--- src/rtl/alu_shift_pkg.sv ---
package alu_shift_pkg;

  // Function select as {F0,F1}
  typedef enum logic [1:0] {
    FN_AND  = 2'b00,
    FN_OR   = 2'b01,
    FN_NOTB = 2'b10,
    FN_ADD  = 2'b11
  } alu_fn_e;

  // Field order of the control byte, MSB first
  typedef struct packed {
    logic    sll8;
    logic    sra1;
    alu_fn_e fn;
    logic    ena;
    logic    enb;
    logic    inva;
    logic    inc;
  } alu_ctrl_t;

  localparam int unsigned CTRL_W = $bits(alu_ctrl_t);

endpackage

--- src/rtl/operand_gate.sv ---
module operand_gate #(
  parameter int unsigned W = 32
) (
  input  logic [W-1:0] a_raw,
  input  logic [W-1:0] b_raw,
  input  logic         ena,
  input  logic         enb,
  input  logic         inva,
  output logic [W-1:0] a_op,
  output logic [W-1:0] b_op
);

  logic [W-1:0] a_gated;

  // Enable applies first, inversion after it
  always_comb begin
    a_gated = ena ? a_raw : '0;
    a_op    = inva ? ~a_gated : a_gated;
    b_op    = enb ? b_raw : '0;
  end

endmodule

--- src/rtl/alu_core.sv ---
module alu_core
  import alu_shift_pkg::*;
#(
  parameter int unsigned W = 32
) (
  input  alu_fn_e      fn,
  input  logic         inc,
  input  logic [W-1:0] a_op,
  input  logic [W-1:0] b_op,
  output logic [W-1:0] y
);

  logic [W:0] sum_ext;

  // Widened sum; the top bit (carry out) is dropped
  assign sum_ext = {1'b0, a_op} + {1'b0, b_op} + {{W{1'b0}}, inc};

  always_comb begin
    unique case (fn)
      FN_AND:  y = a_op & b_op;
      FN_OR:   y = a_op | b_op;
      FN_NOTB: y = ~b_op;
      default: y = sum_ext[W-1:0];
    endcase
  end

endmodule

--- src/rtl/result_shifter.sv ---
module result_shifter #(
  parameter int unsigned W  = 32,
  parameter int unsigned SH = 8
) (
  input  logic         sll,
  input  logic         sra,
  input  logic [W-1:0] din,
  output logic [W-1:0] dout
);

  logic [W-1:0] left_val;
  logic [W-1:0] right_val;

  generate
    if (SH < W) begin : g_left
      assign left_val = {din[W-SH-1:0], {SH{1'b0}}};
    end else begin : g_left_all
      assign left_val = '0;
    end
  endgenerate

  assign right_val = {din[W-1], din[W-1:1]};

  // Both bits set is an illegal code; left shift wins as a don't-care
  always_comb begin
    unique case ({sll, sra})
      2'b00:   dout = din;
      2'b01:   dout = right_val;
      default: dout = left_val;
    endcase
  end

endmodule

--- src/rtl/alu_shift_unit.sv ---
module alu_shift_unit
  import alu_shift_pkg::*;
#(
  parameter int unsigned W  = 32,
  parameter int unsigned SH = 8
) (
  input  logic              clk,
  input  logic              rst,
  input  logic [CTRL_W-1:0] ctrl,
  input  logic [W-1:0]      a_hold,
  input  logic [W-1:0]      b_bus,
  output logic [W-1:0]      shift_out,
  output logic              flag_n,
  output logic              flag_z
);

  alu_ctrl_t    cw;
  logic [W-1:0] a_op;
  logic [W-1:0] b_op;
  logic [W-1:0] alu_y;

  assign cw = alu_ctrl_t'(ctrl);

  operand_gate #(.W(W)) u_gate (
    .a_raw (a_hold),
    .b_raw (b_bus),
    .ena   (cw.ena),
    .enb   (cw.enb),
    .inva  (cw.inva),
    .a_op  (a_op),
    .b_op  (b_op)
  );

  alu_core #(.W(W)) u_alu (
    .fn   (cw.fn),
    .inc  (cw.inc),
    .a_op (a_op),
    .b_op (b_op),
    .y    (alu_y)
  );

  result_shifter #(.W(W), .SH(SH)) u_shift (
    .sll  (cw.sll8),
    .sra  (cw.sra1),
    .din  (alu_y),
    .dout (shift_out)
  );

  // Flags come from the pre-shift value
  always_ff @(posedge clk) begin
    if (rst) begin
      flag_n <= 1'b0;
      flag_z <= 1'b0;
    end else begin
      flag_n <= alu_y[W-1];
      flag_z <= (alu_y == '0);
    end
  end

endmodule

--- config.mk ---
export PLATFORM = sky130hd
export DESIGN_NAME = alu_shift_unit
export DESIGN_NICKNAME = d
export VERILOG_FILES = /design/src/rtl/alu_shift_pkg.sv /design/src/rtl/operand_gate.sv /design/src/rtl/alu_core.sv /design/src/rtl/result_shifter.sv /design/src/rtl/alu_shift_unit.sv
export SDC_FILE = /design/constraint.sdc
export NUM_CORES = 1
export LEC_CHECK = 0
export BUFFER_PORTS_ARGS = -buffer_cell sky130_fd_sc_hd__buf_2
export CAP_MARGIN = 20
export CORE_UTILIZATION = 30
export CTS_CLUSTER_SIZE = 30
export DETAILED_ROUTE_END_ITERATION = 7
export GPL_ROUTABILITY_DRIVEN = 0
export GPL_TIMING_DRIVEN = 0
export SLEW_MARGIN = 25
export SYNTH_ARGS = -nofsm -noshare
export SYNTH_HDL_FRONTEND = slang
export SYNTH_HIERARCHICAL = 1
export SYNTH_SLANG_ARGS = --single-unit
--- constraint.sdc ---
create_clock -name clk -period 5.5 [get_ports clk]
set_clock_uncertainty 0.05 [all_clocks]
set_input_delay 1.1 -clock clk [delete_from_list [all_inputs] [get_ports clk]]
set_output_delay 1.1 -clock clk [all_outputs]
set_load 0.02 [all_outputs]
==> results.json <==
{
  "status": "complete, no violations",
  "ys_seq_area_share_pct": 0.828,
  "antenna_cells": 0,
  "grt_pass1_vias": 5265,
  "synth_compound_area_share_pct": 26.4,
  "numCtsBuffers": 3,
  "place_hpwl_um": 13900,
  "power_density_nw_per_um2": 155,
  "final_common_cell": "buf_2",
  "gr-total-overflow": 0,
  "grt_pass1_wl_um": 27400,
  "period_needed_ns": 5.45,
  "clock-sinks": 2,
  "cts.htree.levels": 1,
  "ys.flop_type": "dfxtp_1",
  "worst_setup_path_end_kind": "output port",
  "cp-start-kind": "input port",
  "final_max_slew_viol_count": 0,
  "ant_nets": 0,
  "period_share_pct": 99.0,
  "crit_arrival_ns": 4.30,
  "setup_violations": 0,
  "dp_cells": 1031,
  "synth_top_family_by_area": "compound AO/OA/AOI/OAI gates",
  "synth_mux_area_share_pct": 10.3,
  "dpl_cell_area_sq_um": 5630,
  "core-area_sq_um": 15800,
  "final_cells": 1042,
  "synth_cells": 711,
  "die_y_um": 129,
  "synthArstFlopShare_pct": 0,
  "grt_max_degree": 11,
  "worstMarginPinSlew_ns": 0.829,
  "portBuffers": 104,
  "nNetsFinal": 968,
  "track_usage_pct": 20.7,
  "slew_headroom_pct": 44.7,
  "rsz0062_at_grt": "true",
  "start_util_pct": 30.6,
  "cts_hold_buf": 0,
  "synth_edf_count": 0,
  "syn_nets": 851,
  "ys_ff_latch": 2,
  "critPathMaxFanout": 10,
  "drt_pass1_iterations": 5,
  "ir_worst_vdd_v": 0.000139,
  "synth.distinct_cells": 65,
  "postLayoutCellArea_sq_um": 6070,
  "criticalPathCategory": "input port to output port",
  "cap_violations": 0,
  "cts_root_buffer": "clkbuf_16",
  "critPathRequiredTime_ns": 4.35,
  "antenna_found_initial": 0,
  "hp-class": "input port to flip-flop",
  "routed_wl_um": 17400,
  "fin_util_pct": 38.3,
  "drtIter0Drc": 432,
  "synth_area_sq_um": 4840,
  "die_x_um": 129,
  "vias": 5473,
  "rows": 46,
  "ios": 108,
  "synth_xor_area_share_pct": 10.5,
  "hold_viol": 0,
  "finalPower_uw": 938,
  "max_freq_ghz": 0.184,
  "layout_common_cells": "buf_2 (106), nand2_1 (88), inv_1 (72), ha_1 (61), nor2_1 (51)",
  "clk_path_buf_depth": 2,
  "viasPerCell": 5.25,
  "whs_ns": 1.02,
  "wl_per_cell_um": 16.7,
  "p_leak_uw": 0.00286,
  "yosys.area_share.adder_pct": 17.4,
  "die-area_sq_um": 16600,
  "yosys_warnings": 6,
  "route.detailed.drc": 0,
  "drive_gt1_share_pct": 25.1,
  "tritoncts": "done",
  "synthSimpleGateAreaFrac_pct": 22.6,
  "nFillCells": 1717,
  "syn_avg_cell_area_sq_um": 6.80,
  "area_growth_pct": 25.5,
  "path_clk_slew_ns": 0.03
}
==> worst paths after layout <==
check	start	endpoint	slack (ns)	cells past startpoint
worst max-delay path	ctrl[3]	shift_out[31]	0.05	16
worst min-delay path	rst	flag_n	1.02	2
==> flip-flops by register name, summed over array words and instances (netlist names) <==
| register | count |
|---|---|
| flag_n | 1 |
| flag_z | 1 |
==> Yosys cell counts (2+ instances only) <==
cell      count  area [sq um]
a211o_1      13           114
clkbuf_1     25          93.8
a31oi_1       6          37.5
o21bai_1      7          52.6
xnor2_1      41           359
nor4_1        7          43.8
xor2_1       17           149
nor2_1       53           199
a21boi_0      4          30.0
nor3_1        4          20.0
nand3b_1      3          22.5
ha_1         64           801
buf_1         2          7.51
o21ai_0      34           170
buf_12        3          60.1
dfxtp_1       2          40.0
o21a_1        4          30.0
buf_2         6          30.0
o221ai_1     12           105
and3_1        6          37.5
nand2_1      88           330
o211ai_1      6          45.0
o21ai_1      29           145
a221oi_1      2          17.5
inv_1        73           274
nand2b_1      5          31.3
mux2i_1      32           320
and2_1       35           219
or3_1         2          12.5
fa_1          2          40.0
a21o_1        7          52.6
a21oi_1      45           225
a211oi_1      5          37.5
a41oi_1       2          17.5
buf_6         8          90.1
o31a_1        2          17.5
mux4_2        7           158
nor2b_1       6          37.5
o31ai_1       2          15.0
nand3_1       4          20.0
nand4_1      10          62.6
o22ai_1       3          18.8
==> through the flow <==
step	TNS [ns]	setup WS, ns
2_1_floorplan	0	0.208
3_3_place_gp	-7.47	-0.514
3_5_place_dp	-7.24	-0.496
4_1_cts	-0.0640	-0.0186
5_1_grt	-0.338	-0.0691
6_report	0	0.0524
==> final cells by class <==
cell class	count	area [sq um]	share of cell area (%)
Sequential cell	2	40.0	0.660
Timing Repair Buffer	116	628	10.3
Multi-Input combinational cell	589	4480	73.8
Clock buffer	3	75.1	1.24
Tap cell	216	270	4.45
Buffer	43	305	5.03
Inverter	73	274	4.51
==> cell families after synthesis <==
group           Yosys count
buf+inv                 120
mux                      41
fa+ha+maj                66
simple gates            229
xor+xnor                 58
compound gates          195
flops                     2
==> where the power goes <==
group	internal [uW]	switching, uW
combinational	326	488
clock	92.5	16.5
sequential	15.4	0.122
==> per-layer routing <==
layer | share of wire [%] | global-route usage, % | vias up
met2 | 45 | 33.3 | 216
met3 | 6.9 | 2.37 | 22
met4 | 1.9 | 5.61 | 0
li1 | - | - | 2692
met1 | 46 | 29.0 | 2543
met5 | 0 | 0 | -
==> repair_timing <==
action	4_1_cts	5_1_grt
pin swaps	3	16
endpoints found under the setup margin	25	25
gates resized for setup	26	45
buffers inserted	3	8
gates cloned	0	1
==> worst max-delay path, cell delays in order <==
cell,delay (ns)
buf_8,0.12
buf_8,0.14
nand2_1,0.10
xnor2_2,0.28
inv_2,0.08
ha_4,0.26
a211oi_4,0.27
o21bai_2,0.13
o211ai_1,0.20
buf_4,0.16
nand3b_1,0.21
a311o_1,0.42
xnor2_1,0.21
o221ai_2,0.14
mux2_4,0.31
buf_2,0.16
(Power assumes the default switching activity.)
